$ cat src/rtl/sync_frame_tx.sv
module sync_frame_tx #(
  parameter int SYNC_BITS  = 16,
  parameter logic [SYNC_BITS-1:0] SYNC_WORD = 16'hAC52,
  parameter int FRAME_BITS = 1600
) (
  input  logic clk,
  input  logic rst,
  output logic sdo,
  output logic frame_start
);
  localparam int PW = (FRAME_BITS > 1) ? $clog2(FRAME_BITS) : 1;
  localparam logic [PW-1:0] LAST = PW'(FRAME_BITS - 1);

  logic [SYNC_BITS-1:0] shreg;
  logic [PW-1:0]        pos;
  logic                 fs_q;
  logic                 wrap;

  assign wrap = (pos == LAST);

  always_ff @(posedge clk) begin
    if (rst || wrap) begin
      shreg <= SYNC_WORD;
      pos   <= '0;
    end else begin
      shreg <= {shreg[SYNC_BITS-2:0], 1'b0};
      pos   <= pos + 1'b1;
    end
    fs_q <= rst || wrap;
  end

  assign sdo         = shreg[SYNC_BITS-1];
  assign frame_start = fs_q;

  // reset lands on position 0 with the strobe up
  p_reset_entry_r1: assert property (@(posedge clk) rst |=> (frame_start && sdo == SYNC_WORD[SYNC_BITS-1]));
  // strobe lasts one cycle in free run
  p_strobe_single_r2: assert property (@(posedge clk) disable iff (rst) frame_start |=> !frame_start);
  // strobe aligned with the sync-word MSB
  p_strobe_msb_r6: assert property (@(posedge clk) disable iff (rst) frame_start |-> sdo == SYNC_WORD[SYNC_BITS-1]);
  // zero fill after the sync word
  p_fill_zero_r4: assert property (@(posedge clk) disable iff (rst) (pos >= PW'(SYNC_BITS) && !frame_start) |-> !sdo);
  // last position wraps straight into a new frame
  p_wrap_r5: assert property (@(posedge clk) disable iff (rst) wrap |=> (frame_start && pos == '0));
  // counter stays inside the frame
  p_pos_bound_r2: assert property (@(posedge clk) disable iff (rst) pos <= LAST);

  initial begin
    a_len_ok_r2: assert (FRAME_BITS >= SYNC_BITS && SYNC_BITS >= 2);
  end
endmodule

$ cat config.mk
export PLATFORM = sky130hd
export DESIGN_NAME = sync_frame_tx
export DESIGN_NICKNAME = d
export VERILOG_FILES = /design/src/rtl/sync_frame_tx.sv
export SDC_FILE = /design/constraint.sdc
export NUM_CORES = 1
export LEC_CHECK = 0
export BUFFER_PORTS_ARGS = -buffer_cell sky130_fd_sc_hd__buf_2
export CORE_MARGIN = 1
export CORE_UTILIZATION = 50
export CTS_CLUSTER_DIAMETER = 120
export DETAILED_ROUTE_END_ITERATION = 16
export GPL_ROUTABILITY_DRIVEN = 0
export PLACE_DENSITY = 0.67
export SETUP_SLACK_MARGIN = 0.4
export SLEW_MARGIN = 20
export SYNTH_ARGS = -nofsm -noshare
export SYNTH_HDL_FRONTEND = slang
export SYNTH_SLANG_ARGS = --single-unit
$ cat constraint.sdc
create_clock -name clk -period 1.8 [get_ports clk]
set_input_delay 0.09 -clock clk [delete_from_list [all_inputs] [get_ports clk]]
set_output_delay 0.09 -clock clk [all_outputs]
set_load 0.005 [all_outputs]
# == Word-level counts from Yosys, hierarchy flattened ==
# Index checks and enable logic that the tools add are counted.
# classes
n_eq_ne,1
n_reduce_logical,1
addsub,1
# ops
op,n
"11-bit by 1-bit adder with 11-bit output, second input constant",1
"11-bit == test, second input constant",1
1-bit logical OR,1
# word_totals
register_bits,28
input_bits,2

# == Logic depth before layout (Yosys ltp) ==
# Gate-level depths: netlist of the first run.
# logic_depth
depth_word,2
ltp_mapped,6
mapped_depth_nobuf,5

# == Worst setup path before layout of the first run ==
# OpenSTA, ideal clock, no wires.
# synth_path
kind,reg2reg
startpoint,register pos[0]
endpoint,register pos[1]
path_stages_with_launch,6
setup_slack_ns,0.225
arrival_ns,1.463
path_buffers,1
synth_period_minus_slack_ns,1.575
t_required_ns,1.687
cell_sequence,dfxtp_1 > ha_1 > inv_1 > o41a_1 > buf_6 > and2_4
# synth_via
elab_chain_cells,2
elab_cells_between_ends,3
classes_between,add/sub (1); eq/ne (1); reduce/logical (1)
# synth_lines
element,line_no,rtl
start: declaration,15,logic [PW-1:0] pos;
start signal: assignment,27,pos <= pos + 1'b1;
branches (longest 2 deep; another with 11-bit by 1-bit adder with 11-bit output),-,
# Several ways; the timed one is not identified.
# A chain may end at the register's enable or synchronous reset.

# == Worst setup path after layout of the first run ==
# layout_path
startpoint,register pos[5]
endpoint,register shreg[8]
# layout_via
elab_chain_cells,2
# layout_lines
element,line_no,rtl
11-bit == test,19,assign wrap = (pos == LAST);
1-bit logical OR,22,if (rst || wrap) begin
end signal: assignment,26,"shreg <= {shreg[SYNC_BITS-2:0], 1'b0};"
end: declaration,14,logic [SYNC_BITS-1:0] shreg;
# No other way between the ends.

==> results.yml, run 1 <==
status:
  status: "finished, final reports clean"
die:
  die_x_microns: 45.7
  die_h_microns: 45.7
  start_util: 0.542
  fp.coreArea_sq_um: 1760
  die_area_sq_um: 2090
  num_rows: 15
  ios: 4
timing:
  fin_skew_ns: 0.0111
  grt_setup_unrepaired: "yes"
  period_needed_ns: 1.47
  fin_setup_tns_ns: 0
  maxSlewHeadroom: 0.785
  setup_viol: 0
  worstMarginPinSlew_ns: 0.318
  slew_violations: 0
  hold_viol: 0
  period_share: 0.815
  fmax_mhz: 682
min_path:
  hold_end: "shreg[4]$_SDFF_PP1_"
  hold_depth: 1
  min_path_type: "reg2reg"
  hp-start: "shreg[3]$_SDFF_PP0_"
setup_path:
  start_kind: "register"
  worst-path-max-fanout: 8
  reg2regPathDepth: 4
  r2r_start: "pos[5]$_SDFF_PP0_"
  critPathRequiredTime_ns: 2.04
  end_kind: "register"
  cp_data_arrival_time_ns: 1.71
  worstSetupPathType: "reg2reg"
  r2r_end: "shreg[8]$_SDFF_PP0_"
  reg2reg_setup_slack_ns: 0.33
finish:
  fillers: 150
  final_cells: 131
  area_delta_synth_final_pct: 23.6
  drive_gt1_frac: 0.425
  antenna_cells: 0
  final_nets: 110
power_and_ir_drop:
  leakagePower_uw: 0.000484
  pwr_density_cell_nw_per_um2: 837
  vdd_ir_drop_max_uv: 533
  fin_total_pwr_uw: 989
yosys:
  ys_seq_elements: 27
  avgSynthCellArea_sq_um: 10.9
  ys.flop_type: "dfxtp_1"
  synthArstFlopShare: 0
  ys_seq_area_frac: 0.565
  syn_inst: 88
  netlist_area_sq_um: 956
  synth.distinct_cells: 27
  synth_enable_flop_cells: 0
  synth_warnings: 0
  syn_nets: 91
detailed_routing:
  viasPerCell: 5.42
  vias: 710
  drt-total-wl_mm: 1.81
  drc: 0
  wl_per_cell_microns: 13.8
  dr.pass1.iters: 4
  dr.first_iter.drc_count: 12
  ant_nets: 0
flow_run:
  maxCapViolCount: 0
clock_network:
  htreeDepth: 1
  cts-buffers-inserted: 3
  cts.root.buffer_cell: "clkbuf_4"
  clk_path_buf_depth: 2
  cts.reportedPaths.clkPinSlew_ns: 0.15
  cts_tree: "done"
  clock_latency_ns: 0.32
  cts_sinks: 27
global_routing:
  grt_use_total: 0.217
  antenna_found_initial: 0
  gr-total-overflow: 0
  grt_max_degree: 17
  grt_pass1_vias: 710
  grt_pass1_wl_mm: 3.19
placed_design:
  dpl.hpwl_mm: 1.06
  place_inst: 118
  io_buffers: 3
[what timing repair did]
| item | in CTS | in global routing |
|---|---|---|
| resized for setup | 13 | 4 |
| pin swaps | 6 | 7 |
| cloned | 1 | 0 |
| setup endpoints to repair | 24 | 25 |
| hold buffers | 1 | 0 |
| setup buffers | 7 | 0 |
| hold endpoints to repair | 3 | 0 |
[cells in the final DEF (no fill, tap or decap), drive strengths merged]
cell,netlist,layout
buf,1,14
o311ai,1,1
o41a,1,2
ha,1,1
or2b,6,6
a21oi,4,4
a211o,1,1
clkbuf,1,3
dfxtp,27,27
xor2,2,2
nand3,5,5
xnor2,1,1
nor4b,2,2
or3,3,3
o31ai,2,2
a2111o,1,1
and2,9,9
nand2,5,5
a31oi,1,1
nor2,5,5
o21ai,2,2
inv,3,3
nand4,1,1
dlygate4sd3,0,1
clkinvlp,0,1
a32o,1,1
or4,2,2
[routing by layer]
metal	track usage	part of all wire
met4	0.106	0.0077
met2	0.343	0.49
met5	0	0
met3	0.0357	0.027
met1	0.287	0.48
[worst max-delay path, cell delays in order, from the launching register on]
cell and delay (ns):
dfxtp_2 0.36, nand4_1 0.14, buf_4 0.17, o41a_4 0.53
and2_4 0.18
[worst max path at each step]
stage / start / end / slack (ns)
2_1_floorplan: pos[7]$_SDFF_PP0_ / shreg[12]$_SDFF_PP0_ / 0.28
4_1_cts: pos[5]$_SDFF_PP0_ / pos[9]$_SDFF_PP0_ / 0.35
3_3_place_gp: pos[7]$_SDFF_PP0_ / pos[2]$_SDFF_PP0_ / 0.13
6_report: pos[5]$_SDFF_PP0_ / shreg[8]$_SDFF_PP0_ / 0.33
3_5_place_dp: pos[7]$_SDFF_PP0_ / pos[3]$_SDFF_PP0_ / 0.12
5_1_grt: pos[5]$_SDFF_PP0_ / pos[7]$_SDFF_PP0_ / 0.29
[sequential cells by signal, summed over array words and instances, names as in the netlist]
register,cells
pos,11
frame_start,1
shreg,15
[cell usage after synthesis (2+ instances only)]
library cell	n	area share
o21ai_0	2	0.010
xor2_1	2	0.018
nor2_1	5	0.020
and2_4	9	0.082
a21oi_1	4	0.021
or3_1	2	0.013
dfxtp_1	27	0.57
o31ai_1	2	0.016
nand2_1	5	0.020
nor4b_1	2	0.018
nand3_1	5	0.026
or2b_1	6	0.047
inv_1	2	0.0079
or4_1	2	0.016
[final cells by class]
type                       count  area [sq um]  area share
clock buffer                   3          22.5      0.0191
clock inverter                 1          7.51     0.00636
inverter                       3          16.3      0.0138
multi-input combinational     57           440       0.373
sequential                    27           556       0.470
tap                           25          31.3      0.0265
timing repair buffer          15           108      0.0911
[where the power goes]
group          internal, uW  switching (uW)  leakage, uW
registers               628            12.3     0.000228
clock network          84.8             178    0.0000139
logic                  49.5            35.8     0.000242
[per-stage QoR]
stage	util	cell area (sq um)	hold WS [ns]	worst slack (ns)
6_report	0.670	1180	0.431	0.333
4_1_cts	0.667	1180	0.430	0.346
5_1_grt	0.670	1180	0.450	0.292
2_1_floorplan	-	970	0.159	0.276
3_3_place_gp	0.584	1030	0.341	0.127
3_5_place_dp	0.584	1030	0.342	0.116
[cells by family (layout without fill, tap and decap cells)]
kind of cell | count (synthesis) | in the layout | share of synthesized area
AOI/OAI and AO/OA | 14 | 15 | 0.106
xor gates and xnor gates | 3 | 3 | 0.0275
DFF | 27 | 27 | 0.565
buffers and inverters | 5 | 22 | 0.0275
adders and majority gates | 1 | 1 | 0.0131
and+or+nand+nor | 38 | 38 | 0.260
Power figures use the tool's default switching activity.
==> run 2, diff against run 1 <==
- PLACE_DENSITY: 0.67 -> 0.69
- clock period: 1.8 -> 1.2 ns (I/O delays scaled with it)
==> run 2 against run 1 <==
Effect of this change:
- the flow now finishes with violations (negative setup slack)
- die area stayed put
- worst setup slack worse by 0.61 ns
- critical path type unchanged
- clock power grew 40%
- sequential share of layout area fell by 3.0 points
- worst hold slack worse by 0.32 ns
- non-clock buffer count grew 12
- final cell count grew 8.4%
- sequential power increased by 49%
- global-route usage decreased by 3.7 points
- core utilization is 3.6 points higher
- critical path depth is the same
==> results.yml, run 2 (synthesized netlist as in run 1, its figures left out) <==
finish:
  final_nets: 121
  drive_gt1_frac: 0.470
  final_cell_mix: "buf_4, dfxtp_1, and2_4, or2b_1, dfxtp_2"
  layout_commonest_cell: "buf_4"
  largest-register: "shreg"
  final_cells: 142
  fin_area_sq_um: 1240
  antenna_cells: 0
  area_delta_synth_final_pct: 30.2
  largest_reg_flops: 15
setup_path:
  r2r_start: "pos[7]$_SDFF_PP0_"
  path_cells: "or3_4 -> o41a_1 -> buf_6 -> and2_4"
  startpoint: "pos[7]$_SDFF_PP0_"
  max_stage_delay_ns: 0.38
  critPathTopFamily: "simple AND/OR/NAND/NOR gates"
  worst-path-buf-inv: 1
  critPathSlowestCell: "or3_4"
  worst-path-max-fanout: 8
  critPathRequiredTime_ns: 1.42
  end_kind: "register"
  start_kind: "register"
  cp_data_arrival_time_ns: 1.70
  worstSetupPathType: "reg2reg"
timing:
  fin_setup_tns_ns: -6.33
  hold_viol: 0
  worstMarginPinSlew_ns: 0.295
  maxSlewHeadroom: 0.801
  slew_violations: 0
  fmax_mhz: 675
  period_needed_ns: 1.48
  worst_slack_ns: -0.281
  setup_viol: 26
  grt_setup_unrepaired: "yes"
  period_share: 1.23
  fin_skew_ns: 0.0119
detailed_routing:
  drc: 0
  dr.first_iter.drc_count: 8
  viasPerCell: 5.01
  ant_nets: 0
  wl_per_cell_microns: 11.5
  vias: 712
  dr.pass1.iters: 4
  drt-total-wl_mm: 1.64
die:
  die_area_sq_um: 2090
  die_h_microns: 45.7
  start_util: 0.542
  die_x_microns: 45.7
  num_rows: 15
  fp.coreArea_sq_um: 1760
  ios: 4
placed_design:
  io_buffers: 3
  place_inst: 134
  place_ws_ns: -0.316
  dpl.hpwl_mm: 1.14
  placed_cell_area_sq_um: 1150
clock_network:
  cts_sinks: 27
  cts-buffers-inserted: 3
  clk_path_buf_depth: 2
  clock_latency_ns: 0.32
  htreeDepth: 1
  cts.reportedPaths.clkPinSlew_ns: 0.13
  cts.root.buffer_cell: "clkbuf_4"
  cts_tree: "done"
global_routing:
  grt_pass1_vias: 647
  grt_max_degree: 15
  grt_use_total: 0.180
  grt_pass1_wl_mm: 2.64
  gr-total-overflow: 0
  antenna_found_initial: 0
power_and_ir_drop:
  leakagePower_uw: 0.000499
  vdd_ir_drop_max_uv: 985
  pwr_density_cell_nw_per_um2: 1170
min_path:
  min_path_type: "in2reg"
  hp-start: "rst"
flow_run:
  maxCapViolCount: 0
status:
  failed_checks: "negative setup slack"
  status: "complete, but fails checks"
-- run 2: changes by cell type in the layout (fill, tap and decap cells not counted), sizes merged --
cell,change
clkinvlp,-1
buf,+12
o41a,-1
clkbuf,+1
-- run 2: final timing paths --
kind / endpoint / slack (ns) / depth (start not counted)
worst max-delay path: shreg[5]$_SDFF_PP0_ / -0.28 / 4
worst min-delay path: pos[10]$_SDFF_PP0_ / 0.11 / 3
worst max register to register: shreg[5]$_SDFF_PP0_ / -0.28 / 4
worst min register to register: shreg[4]$_SDFF_PP1_ / 0.42 / 1
-- run 2: area by class of cell --
cell class	instances	area, sq um
sequential	27	548
timing repair buffer	27	201
clock buffer	4	26.3
inverter	3	18.8
multi-input combinational	56	419
fill	137	519
tap	25	31.3
-- run 2: metrics by stage --
stage               total power, uW  hold slack [ns]   util
CTS                            1460            0.104  0.697
detailed placement             1090            0.319  0.653
floorplan                      1050            0.129      -
global route                   1520            0.114  0.706
global placement               1090            0.308  0.653
finish                         1460            0.106  0.706
-- run 2: tightest hold or removal path: stages --
cell and delay, ns:
buf_2 0.11, inv_1 0.07, a32o_1 0.16
-- run 2: timing repair --
| item | CTS | global route |
|---|---|---|
| cloned | 1 | 0 |
| setup buffers | 2 | 0 |
| hold buffers | 1 | 0 |
| hold endpoints to repair | 4 | 0 |
| resized for setup | 9 | 6 |
| pin swaps | 6 | 0 |
| setup endpoints to repair | 29 | 29 |
-- run 2: routing by layer --
metal / vias up / share of wire / track usage
met5: - / 0 / 0
met4: 0 / 0.0037 / 0.0647
met3: 2 / 0.029 / 0.0595
met2: 7 / 0.45 / 0.280
met1: 335 / 0.51 / 0.232
li1: 368 / - / -
-- run 2: where the power goes --
group | switching, uW | leakage (uW) | internal, uW
registers | 14.1 | 0.000226 | 941
clock network | 237 | 0.0000150 | 130
logic | 55.8 | 0.000258 | 78.3
==> run 3, diff against run 2 <==
- GPL_ROUTABILITY_DRIVEN: 0 -> unset
- TNS_END_PERCENT: unset -> 30
==> run 3 against run 2 <==
Effect of this change:
- the flow still finishes with violations (negative setup slack)
- count of clock-buffer cells in the layout shrank 1
- worst setup slack improved by 0.0042 ns
- flip-flop and latch count did not move
- register-to-register slack barely moved
==> results.yml, run 3 (synthesized netlist as in run 1, its figures left out) <==
timing:
  hold_viol: 0
  slew_violations: 0
  worstMarginPinSlew_ns: 0.311
  worst_slack_ns: -0.277
  maxSlewHeadroom: 0.790
  worst_hold_slack_ns: 0.107
  fmax_mhz: 677
  period_needed_ns: 1.48
  fin_skew_ns: 0.00673
  setup_viol: 26
  period_share: 1.23
  grt_setup_unrepaired: "yes"
finish:
  final_nets: 123
  multi_input_area_sq_um: 409
  fillers: 138
  largest-register: "shreg"
  largest_reg_flops: 15
  area_delta_synth_final_pct: 31.2
  final_cell_mix: "buf_4, dfxtp_1, and2_4, or2b_1, dfxtp_2"
  drive_gt1_frac: 0.462
  regArea_sq_um: 548
  final_core_util: 0.711
  antenna_cells: 0
  fin_area_sq_um: 1250
  layout_commonest_cell: "buf_4"
global_routing:
  grt_pass1_wl_mm: 3.13
  grt_pass1_vias: 701
  antenna_found_initial: 0
  grt_use_total: 0.217
  grt_max_degree: 17
  gr-total-overflow: 0
status:
  status: "complete, but fails checks"
  failed_checks: "negative setup slack"
power_and_ir_drop:
  fin_total_pwr_uw: 1500
  leakagePower_uw: 0.000504
  pwr_density_cell_nw_per_um2: 1190
  vdd_ir_drop_max_uv: 935
detailed_routing:
  wl_per_cell_microns: 12.9
  drt-total-wl_mm: 1.85
  drc: 0
  ant_nets: 0
  viasPerCell: 5.17
  dr.pass1.iters: 4
  dr.first_iter.drc_count: 30
  vias: 744
setup_path:
  worstSetupPathType: "reg2reg"
  cp_data_arrival_time_ns: 1.73
  worst-path-max-fanout: 8
  reg2reg_setup_slack_ns: -0.28
  start_kind: "register"
  reg2regPathDepth: 4
  end_kind: "register"
  critPathRequiredTime_ns: 1.45
flow_run:
  maxCapViolCount: 0
min_path:
  min_path_type: "in2reg"
  hold_depth: 3
clock_network:
  cts_sinks: 27
  clock_latency_ns: 0.33
  htreeDepth: 1
  cts.reportedPaths.clkPinSlew_ns: 0.15
  cts.root.buffer_cell: "clkbuf_4"
  cts_tree: "done"
  clk_path_buf_depth: 2
  cts-buffers-inserted: 3
die:
  die_area_sq_um: 2090
  die_h_microns: 45.7
  fp.coreArea_sq_um: 1760
  ios: 4
  start_util: 0.542
  num_rows: 15
  die_x_microns: 45.7
placed_design:
  routabilityCongestion: 0.826
  placed_cell_area_sq_um: 1140
  io_buffers: 3
  dpl.hpwl_mm: 1.19
==> run 3: cell types whose count changed in the layout (fill, tap and decap cells not counted), sizes merged <==
| cell | before | now |
|---|---|---|
| buf | 26 | 28 |
| clkbuf | 4 | 3 |
| clkinvlp | 0 | 1 |
==> run 3: layout make-up <==
type | instances | share of cell area
clock inverter | 1 | 0.00599
sequential | 27 | 0.437
multi-input combinational | 56 | 0.326
tap | 25 | 0.0250
clock buffer | 3 | 0.0180
timing repair buffer | 29 | 0.173
inverter | 3 | 0.0150
==> run 3: critical path, cell delays in order (launching register included) <==
cell and delay [ns]:
dfxtp_2 0.35, or3_4 0.38, o41a_1 0.36, buf_6 0.16, and2_4 0.15
==> run 3: report_power, final <==
group	internal (uW)	total (uW)	switching, uW
Combinational	80.6	138	57.1
Sequential	942	956	14.0
Clock	128	401	273
Total	1150	1500	344
==> run 3: worst paths after layout <==
path | from | to
worst min register to register | shreg[9]$_SDFF_PP0_ | shreg[10]$_SDFF_PP1_
worst max-delay path | pos[7]$_SDFF_PP0_ | shreg[5]$_SDFF_PP0_
worst min-delay path | rst | pos[10]$_SDFF_PP0_
worst max register to register | pos[7]$_SDFF_PP0_ | shreg[5]$_SDFF_PP0_
==> run 3: layer usage <==
metal / track usage / share of wire
met1: 0.317 / 0.48
met2: 0.303 / 0.44
met3: 0.0437 / 0.068
met4: 0.106 / 0.017
met5: 0 / 0
==> run 3: repair_timing <==
item	in CTS	in global routing
cloned	1	0
buffers inserted	3	1
endpoints found under the hold margin	4	0
hold buffers	1	0
setup endpoints to repair	29	29
pin swaps	4	3
resized for setup	12	3
==> run 3: through the flow <==
stage	TNS, ns	worst slack (ns)	instances
after floorplan	-6.04	-0.324	88
after global placement	-6.85	-0.299	134
after detailed placement	-7.33	-0.321	134
after CTS	-5.99	-0.260	143
after global routing	-7.07	-0.312	144
final	-6.06	-0.277	144
